--- src/rtl/vmix_pkg.sv ---
package vmix_pkg;

   typedef enum logic [1:0] {
      RND_KEEP8  = 2'b00,
      RND_KEEP10 = 2'b01,
      RND_KEEP12 = 2'b10,
      RND_FULL   = 2'b11
   } rnd_sel_e;

   // Per-sample side information that rides along with the data
   typedef struct packed {
      logic       vld;
      logic       fmt_uns;
      logic [1:0] rnd;
   } smp_tag_t;

endpackage

--- src/rtl/vmix_coef.sv ---
module vmix_coef #(
   parameter int MW = 12
) (
   input  logic          clk,
   input  logic          rst,
   input  logic          mix_en,
   input  logic [MW-1:0] m_in,
   output logic [MW-1:0] m_eff,
   output logic [MW-1:0] m_inv
);
   localparam logic [MW-1:0] ONE = {1'b1, {(MW-1){1'b0}}};

   logic [MW-1:0] m_q;
   logic [MW-1:0] eff_d;

   // coefficient holding register, loaded only while enabled
   always_ff @(posedge clk) begin
      if (rst)         m_q <= '0;
      else if (mix_en) m_q <= m_in;
   end

   // saturate: integer bit set means exactly 1.0
   always_comb begin
      if (m_q[MW-1]) eff_d = ONE;
      else           eff_d = {1'b0, m_q[MW-2:0]};
   end

   always_ff @(posedge clk) begin
      if (rst) begin
         m_eff <= '0;
         m_inv <= '0;
      end else begin
         m_eff <= eff_d;
         m_inv <= ONE - eff_d;
      end
   end

   AST_M_HOLD: assert property (@(posedge clk) disable iff (rst)
      !mix_en |=> $stable(m_q));

   AST_M_SATURATE: assert property (@(posedge clk) disable iff (rst)
      (mix_en && m_in[MW-1]) |-> ##2 (m_eff == ONE && m_inv == '0));

endmodule

--- src/rtl/vmix_mac.sv ---
module vmix_mac #(
   parameter int DW = 12,
   parameter int MW = 12,
   parameter int OW = DW + 1
) (
   input  logic              clk,
   input  logic              rst,
   input  logic signed [DW:0] a_x,
   input  logic signed [DW:0] b_x,
   input  logic [MW-1:0]     m_eff,
   input  logic [MW-1:0]     m_inv,
   output logic [OW-1:0]     val
);
   localparam int PW = DW + MW + 2;
   localparam int SH = MW - 2;

   logic signed [MW:0]   c_eff, c_inv;
   logic signed [PW-1:0] pa_q, pb_q;
   logic signed [PW:0]   acc;

   assign c_eff = $signed({1'b0, m_eff});
   assign c_inv = $signed({1'b0, m_inv});

   // stage: both partial products
   always_ff @(posedge clk) begin
      if (rst) begin
         pa_q <= '0;
         pb_q <= '0;
      end else begin
         pa_q <= a_x * c_eff;
         pb_q <= b_x * c_inv;
      end
   end

   assign acc = $signed({pa_q[PW-1], pa_q}) + $signed({pb_q[PW-1], pb_q});

   // stage: sum, doubling folded into the shift, floor truncation
   always_ff @(posedge clk) begin
      if (rst) val <= '0;
      else     val <= OW'(acc >>> SH);
   end

   AST_PROD_NONNEG: assert property (@(posedge clk) disable iff (rst)
      (!a_x[DW] && !b_x[DW]) |=> (!pa_q[PW-1] && !pb_q[PW-1]));

endmodule

--- src/rtl/vmix_round.sv ---
module vmix_round
   import vmix_pkg::*;
#(
   parameter int OW = 13
) (
   input  logic          clk,
   input  logic          rst,
   input  logic [OW-1:0] val,
   input  smp_tag_t      tag_i,
   output logic [OW-1:0] dout,
   output logic          dvld
);
   localparam logic [OW-1:0] CLAMP_U = {OW{1'b1}};
   localparam logic [OW-1:0] CLAMP_S = {1'b0, {(OW-1){1'b1}}};

   logic [OW-1:0] cand [4];
   logic          ovf  [4];

   for (genvar g = 0; g < 4; g++) begin : g_mode
      localparam int KEEP = (g == 3) ? OW : (8 + 2 * g);
      localparam int DROP = OW - KEEP;
      if (DROP == 0) begin : g_pass
         assign cand[g] = val;
         assign ovf[g]  = 1'b0;
      end else begin : g_rnd
         localparam logic [OW:0]   HALF     = (OW+1)'(1) << (DROP - 1);
         localparam logic [OW-1:0] KEEPMASK = {OW{1'b1}} << DROP;
         logic [OW:0] ext, sum;
         assign ext     = tag_i.fmt_uns ? {1'b0, val} : {val[OW-1], val};
         assign sum     = ext + HALF;
         assign ovf[g]  = tag_i.fmt_uns ? sum[OW] : (!sum[OW] && sum[OW-1]);
         assign cand[g] = sum[OW-1:0] & KEEPMASK;

         AST_LSB_CLEAR: assert property (@(posedge clk) disable iff (rst)
            (tag_i.rnd == 2'(g)) |=>
            (dout[DROP-1:0] == '0 || dout == CLAMP_U || dout == CLAMP_S));
      end
   end

   always_ff @(posedge clk) begin
      if (rst) begin
         dout <= '0;
         dvld <= 1'b0;
      end else begin
         dvld <= tag_i.vld;
         if (ovf[tag_i.rnd]) dout <= tag_i.fmt_uns ? CLAMP_U : CLAMP_S;
         else                dout <= cand[tag_i.rnd];
      end
   end

   AST_FULL_PASS: assert property (@(posedge clk) disable iff (rst)
      (tag_i.rnd == RND_FULL) |=> (dout == $past(val)));

   AST_NO_OVERFLOW: assert property (@(posedge clk) disable iff (rst)
      (!tag_i.fmt_uns && !val[OW-1]) |=> !dout[OW-1]);

endmodule

--- src/rtl/vmix_blend.sv ---
module vmix_blend
   import vmix_pkg::*;
#(
   parameter int DW = 12,
   parameter int MW = 12,
   parameter int OW = DW + 1
) (
   input  logic          clk,
   input  logic          rst,
   input  logic          in_vld,
   input  logic [DW-1:0] a_in,
   input  logic [DW-1:0] b_in,
   input  logic [MW-1:0] m_in,
   input  logic          mix_en,
   input  logic          fmt_uns,
   input  logic [1:0]    rnd_sel,
   input  logic          out_en,
   output logic [OW-1:0] dout,
   output logic          out_vld,
   output logic          out_drive
);
   localparam int TAG_STAGES = 4;

   if (DW < 11) begin : g_bad_dw
      $error("vmix_blend: DW must be at least 11");
   end
   if (MW < 2) begin : g_bad_mw
      $error("vmix_blend: MW must be at least 2");
   end
   if (OW != DW + 1) begin : g_bad_ow
      $error("vmix_blend: OW must equal DW + 1");
   end

   // stage 1: capture samples and their side information
   logic [DW-1:0]     a_s1, b_s1;
   smp_tag_t          tag_q [TAG_STAGES];
   logic signed [DW:0] a_s2, b_s2;
   logic [MW-1:0]     m_eff, m_inv;
   logic [OW-1:0]     val_s4;

   always_ff @(posedge clk) begin
      if (rst) begin
         a_s1     <= '0;
         b_s1     <= '0;
         tag_q[0] <= '0;
      end else begin
         a_s1     <= a_in;
         b_s1     <= b_in;
         tag_q[0] <= '{vld: in_vld, fmt_uns: fmt_uns, rnd: rnd_sel};
      end
   end

   // side information delay line, same depth as the data path
   for (genvar s = 1; s < TAG_STAGES; s++) begin : g_tag
      always_ff @(posedge clk) begin
         if (rst) tag_q[s] <= '0;
         else     tag_q[s] <= tag_q[s-1];
      end
   end

   // stage 2: format-dependent extension to signed operands
   always_ff @(posedge clk) begin
      if (rst) begin
         a_s2 <= '0;
         b_s2 <= '0;
      end else if (tag_q[0].fmt_uns) begin
         a_s2 <= $signed({1'b0, a_s1});
         b_s2 <= $signed({1'b0, b_s1});
      end else begin
         a_s2 <= $signed({a_s1[DW-1], a_s1});
         b_s2 <= $signed({b_s1[DW-1], b_s1});
      end
   end

   vmix_coef #(.MW(MW)) u_coef (
      .clk    (clk),
      .rst    (rst),
      .mix_en (mix_en),
      .m_in   (m_in),
      .m_eff  (m_eff),
      .m_inv  (m_inv)
   );

   vmix_mac #(.DW(DW), .MW(MW), .OW(OW)) u_mac (
      .clk   (clk),
      .rst   (rst),
      .a_x   (a_s2),
      .b_x   (b_s2),
      .m_eff (m_eff),
      .m_inv (m_inv),
      .val   (val_s4)
   );

   vmix_round #(.OW(OW)) u_round (
      .clk   (clk),
      .rst   (rst),
      .val   (val_s4),
      .tag_i (tag_q[TAG_STAGES-1]),
      .dout  (dout),
      .dvld  (out_vld)
   );

   always_ff @(posedge clk) begin
      if (rst) out_drive <= 1'b0;
      else     out_drive <= out_en;
   end

   // cycles since reset, for history-based checks
   logic [2:0] age;
   always_ff @(posedge clk) begin
      if (rst)             age <= '0;
      else if (age != 3'd7) age <= age + 3'd1;
   end

   AST_VLD_LATENCY: assert property (@(posedge clk) disable iff (rst)
      (age >= 3'd5) |-> (out_vld == $past(in_vld, 5)));

   AST_OE_REG: assert property (@(posedge clk) disable iff (rst)
      (age >= 3'd1) |-> (out_drive == $past(out_en)));

endmodule

--- config.mk ---
export PLATFORM = sky130hd
export DESIGN_NAME = vmix_blend
export DESIGN_NICKNAME = d
export VERILOG_FILES = /design/src/rtl/vmix_pkg.sv /design/src/rtl/vmix_coef.sv /design/src/rtl/vmix_mac.sv /design/src/rtl/vmix_round.sv /design/src/rtl/vmix_blend.sv
export SDC_FILE = /design/constraint.sdc
export NUM_CORES = 1
export LEC_CHECK = 0
export ABC_AREA = 1
export BUFFER_PORTS_ARGS = -buffer_cell sky130_fd_sc_hd__buf_2
export CELL_PAD_IN_SITES_DETAIL_PLACEMENT = 1
export CELL_PAD_IN_SITES_GLOBAL_PLACEMENT = 1
export CORE_MARGIN = 1
export CORE_UTILIZATION = 52
export CTS_CLUSTER_DIAMETER = 120
export DETAILED_ROUTE_END_ITERATION = 10
export PLACE_DENSITY = 0.92
export REMOVE_ABC_BUFFERS = 1
export SKIP_LAST_GASP = 1
export SYNTH_ARGS = -nofsm -noshare
export SYNTH_HDL_FRONTEND = slang
export SYNTH_SLANG_ARGS = --single-unit
--- constraint.sdc ---
create_clock -name clk -period 10 [get_ports clk]
set_clock_uncertainty 0.15 [all_clocks]
set_input_delay 1.5 -clock clk [delete_from_list [all_inputs] [get_ports clk]]
set_output_delay 1.5 -clock clk [all_outputs]
set_load 0.02 [all_outputs]
Word-level counts from Yosys, hierarchy flattened
Memories as Yosys holds them, arrays and structs flattened.
Index checks and enable logic that the tools add are counted.
{ "word_totals": {"reg_bits": 160, "mem_bits_rw": 16, "inputBits": 44, "out_inout_bits": 15, "wordCells": 56, "memories": 1} }
{ "memory_table": {"columns": ["name", "depth", "word_bits", "read_ports", "rd_ports_with_merged_regs", "write_ports", "line_no", "source"], "rows": [
  ["tag_q", 4, 4, 4, 0, 4, "vmix_blend.sv:36", "smp_tag_t tag_q [TAG_STAGES];"]
]} }
{ "classes": {"addsub": 5, "mul": 2, "magnitude_cmp": 1, "muxes": 20, "bitwise_logic": 5, "reduce_logical": 7} }
{ "ops": {"columns": ["op", "n"], "rows": [
  ["13-bit two-way mux", 4],
  ["13-bit by 13-bit multiplier with 23-bit output", 2],
  ["13-bit binary-select mux with 2-bit select", 1],
  ["23-bit adder", 1],
  ["4-bit two-way mux", 4],
  ["14-bit by 1-bit adder with 14-bit output (second input constant)", 1],
  ["14-bit by 3-bit adder with 14-bit output (second input constant)", 1],
  ["14-bit by 5-bit adder with 14-bit output (second input constant)", 1],
  ["14-bit two-way mux", 1],
  ["12-bit two-way mux", 1],
  ["12-bit subtractor (first input constant)", 1],
  ["1-bit two-way mux", 8],
  ["1-bit bitwise OR", 4],
  ["3-bit >= comparator (second input constant)", 1],
  ["1-bit logical AND", 3],
  ["1-bit logical NOT", 3],
  ["2-bit inverter with 3-bit output", 1],
  ["1-bit binary-select mux with 2-bit select", 1],
  ["2-bit OR reduction", 1]
]} }

Depth between registers and ports, before layout
An unclocked memory read counts as a cell.
{ "depth": {"ltp_word": 10, "mapped_depth": 24, "depth_no_buf": 23} }

Hierarchy
A second synthesis with hierarchy kept.
{ "unflattened": {"cells_unflattened": 2556, "hier_area_um2": 18889.4} }
{ "modules_own_cells": {"columns": ["module", "n_inst", "cells_each", "area_per_inst_um2", "seq_area_each_um2"], "rows": [
  ["vmix_mac", 1, 2022, 14570.2, 1181.1],
  ["vmix_blend", 1, 207, 1919.3, 1341.3],
  ["vmix_coef", 1, 157, 1308.8, 700.7],
  ["vmix_round", 1, 170, 1091.0, 280.3]
]} }

Worst setup path before layout
Ideal clock, no wire load.
{ "synth_path": {"path_kind": "register -> register", "startpoint": "register b_s2[12]", "endpoint": "register u_mac.pb_q[21]", "setup_ps": 113, "t_arrival_ps": 4720, "required_time_ps": 9737, "path_slack_ps": 5017, "stages_incl_launch_ff": 21, "n_path_buf": 1, "synth_period_minus_slack_ps": 4983, "path_cell_list": "dfxtp_1 -> clkbuf_1 -> nand2_1 -> inv_1 -> fa_1 -> inv_1 -> fa_1 -> inv_1 -> fa_1 -> fa_1 -> inv_1 -> fa_1 -> inv_1 -> ha_1 -> nand2_1 -> nor4_1 -> nand4_1 -> nand3_1 -> nand2_1 -> nand2_1 -> nor2_1"} }
{ "synth_between": {"elab_chain_cells": 1} }
{ "synth_rtl": {"columns": ["element", "line_no", "source"], "rows": [
  ["from (decl)", "vmix_blend.sv:37", "logic signed [DW:0] a_s2, b_s2;"],
  ["from (signal assigned)", "vmix_blend.sv:68", "b_s2 <= $signed({1'b0, b_s1});"],
  ["from (signal assigned)", "vmix_blend.sv:71", "b_s2 <= $signed({b_s1[DW-1], b_s1});"],
  ["13-bit by 13-bit multiplier with 23-bit output", "vmix_mac.sv:31", "pb_q <= b_x * c_inv;"],
  ["to (signal assigned)", "vmix_mac.sv:31", null],
  ["to (decl)", "vmix_mac.sv:18", "logic signed [PW-1:0] pa_q, pb_q;"]
]} }
No other way between the ends.
A chain may end at the register's enable or synchronous reset.

Worst setup path in the final report
Ends and elaborated chain as after synthesis.

==> run metrics <==
total vias in the final route between 15k and 20k; period utilization 0.589; Setup CP Type reg -> reg; Initial Util 0.533; PostCTS Resize Cnt 0; Final Max Slew Viols 0; Diodes inserted 0; Area Growth Syn to Fin 6.19%; Hold Violations, Final 0; Critical Path Start b_s2[12]; core box area 34900 sq um; pwr dens between 100 and 150 nW/um^2; Worst EP required a little over 10000 ps; Row Count 68; iteration-0 DRC count of the detailed router between 900 and 1k; H-tree depth 4; I/O Buffers 58; commonest non-fill, non-tap cell in the layout inv_1; final wirelength between 50000 and 60000 um; logic gate share of total power 0.248; Relative slew margins 0.473; CTS Hold Bufs 0; Synth Flop Type dfxtp_1; first-pass GRT wire length 95300 um; Reg power frac 0.413; postcts setup bufs 0; Clock Tree Buf Depth 2; cell count after synthesis between 2k and 3k; RD Place Congestion 0.873; Routed WL per cell roughly 20 um; final setup fails 0; Die H 191 um; maximum VDD drop around 140 uV; crit-path max FO 12; Slew @ Worst Pin around 790 ps; Yosys reg bits 175; overall global routing resource usage 0.343; final worst slack 4110 ps; status completed; fin area about 20000 sq um; worst-case reg-to-reg path depth 19; clk root buf clkbuf_16; fraction of layout cells with a size suffix above 1 0.0445; Die ar. 36500 sq um; min-delay worst type reg -> reg; clk sinks roughly 180; static leakage approximately 11 nW; internal power roughly 1.3 mW; CTS tree built; Psw 0.741 mW; nets between 2k and 3k; Post-Syn Area approximately 19000 sq um; min Tclk post-route 5890 ps; Core Util, Final 0.566; RR Startpoint b_s2[12]; Seq/Total Area, Yosys 0.189; Sw Ratio 0.366; largest net degree at the start of global routing between 70 and 80; setup TNS 0 ps; Post-synth ARST share 0; Max-Cap Viols 0; Detail Placement HPWL about 45000 um; Remaining DRCs 0; EDFF count, synth 0; commonest cells after routing, fill and taps aside inv_1 (720), nand2_1 (548), fa_1 (268), nor2_1 (231), dfxtp_1 (175); RSZ-0062 raised after global routing false; power share of the clock group 0.339; CP Capture Type flop; overall die width 191 um; gr ovfl total 0; Yosys cell types 43; clock slew at reported path FFs ~90 ps; Via-to-Cell Ratio 5.40; I/O Pins between 50 and 60; FF-to-FF End u_mac.pb_q[21]; highest clock rate 0.170 GHz; initial antenna violation count 2; Num CTS Buffers 17; ANT nets after route 0; dpl cell area 19200 sq um; yosys warns 0; Pre-antenna DRT Iters 5; Arr. time, crit path roughly 6000 ps; syn avg cell area 7.37 sq um; Clock Latency Late Sink ~480 ps; Critical Path End u_mac.pb_q[21]; vias in the first global route around 18k; reg2reg setup slack 4110 ps; Setup WS pre-CTS 4370 ps; Worst setup SP type flop
==> layout make-up <==
| cell class | count | area, sq um |
|---|---|---|
| Inverter | 723 | 2710 |
| Multi-Input combinational cell | 1547 | 12100 |
| Fill cell | 4485 | 15200 |
| Sequential cell | 175 | 3500 |
| Clock buffer | 19 | 443 |
| Clock inverter | 13 | 128 |
| Tap cell | 455 | 569 |
| Timing Repair Buffer | 61 | 315 |
==> flip-flops by register name, indices dropped and copies added, names as in the netlist, 11 cells and up <==
| name | count |
|---|---|
| a_s2 | 13 |
| u_mac.pa_q | 23 |
| b_s1 | 12 |
| a_s1 | 12 |
| b_s2 | 13 |
| tag_q | 16 |
| u_coef.m_inv | 12 |
| u_round.dout | 13 |
| u_coef.m_eff | 11 |
| u_mac.pb_q | 23 |
| u_coef.m_q | 12 |
| u_mac.val | 13 |
==> through the flow <==
step	cells	power, mW	hold WS [ps]
finish	2993	2.02	255
global route	2993	2.12	269
CTS	2993	2.03	258
detailed placement	2961	1.33	247
global placement	2961	1.28	239
floorplan	2445	1.14	238
==> metal layers <==
layer  global-route usage  routed length (um)  up-vias
met5                    0                  27        -
met4                0.184                3000        4
met3               0.0611                2980      210
met2                0.620               30400      581
met1                0.381               22700     8047
li1                     -                   -     7313
==> power by group through the flow <==
stage               logic (mW)  clock network, mW  registers, mW
global placement         0.441                  0          0.842
global route             0.559              0.721          0.841
finish                   0.501              0.686          0.837
detailed placement       0.484                  0          0.849
CTS                      0.499              0.696          0.833
floorplan                0.320                  0          0.821
==> Yosys cell counts, types with 2 or more instances <==
cell | n | area [sq um]
nand2_2 | 3 | 18.8
o21a_1 | 6 | 45.0
nand4_1 | 8 | 50.1
a21oi_1 | 108 | 541
xor2_1 | 14 | 123
nor2_1 | 231 | 867
o21ai_1 | 11 | 55.1
ha_1 | 133 | 1660
fa_1 | 268 | 5370
buf_4 | 2 | 15.0
nor4_1 | 5 | 31.3
inv_1 | 721 | 2710
o31ai_1 | 2 | 15.0
xnor2_1 | 8 | 70.1
o21ai_0 | 73 | 365
nand3b_1 | 2 | 15.0
nor2_2 | 8 | 50.1
nand2_1 | 548 | 2060
nand3_1 | 68 | 340
clkbuf_1 | 64 | 240
o21bai_1 | 9 | 67.6
buf_1 | 8 | 30.0
a21boi_0 | 3 | 22.5
nor3_1 | 13 | 65.1
o21ai_2 | 2 | 17.5
a21o_1 | 12 | 90.1
dfxtp_1 | 175 | 3500
==> cell families after synthesis <==
| family | after synthesis | share of synthesized area |
|---|---|---|
| AO/OA/AOI/OAI | 232 | 0.0683 |
| flip-flops | 175 | 0.189 |
| buffers and inverters | 799 | 0.163 |
| adder cells (fa/ha/maj) | 401 | 0.378 |
| XOR/XNOR | 22 | 0.0104 |
| AND/OR/NAND/NOR | 892 | 0.192 |
==> critical path, cell delays in order (launching register included) <==
cell and delay (ps):
dfxtp_1 690, nand2_1 230, inv_1 170, fa_1 480, inv_1 130, fa_1 540
inv_1 300, fa_1 530, fa_1 600, inv_1 70, fa_1 480, inv_1 40
ha_1 340, nand2_1 140, nor4_1 460, nand4_1 140, nand3_1 150, nand2_1 60
nand2_1 60, nor2_1 50
==> how the worst min path moves through the flow <==
stage | startpoint | to | slack [ps] | cells after the start
finish | tag_q[1][3] | tag_q[2][3] | 250 | 2
global route | a_s1[9] | a_s2[9] | 270 | 2
CTS | tag_q[1][3] | tag_q[2][3] | 260 | 2
detailed placement | tag_q[1][3] | tag_q[2][3] | 250 | 2
global placement | b_s1[1] | b_s2[1] | 240 | 2
floorplan | a_s1[0] | a_s2[0] | 240 | 2
Note: power is estimated with default switching activity, not from simulation.
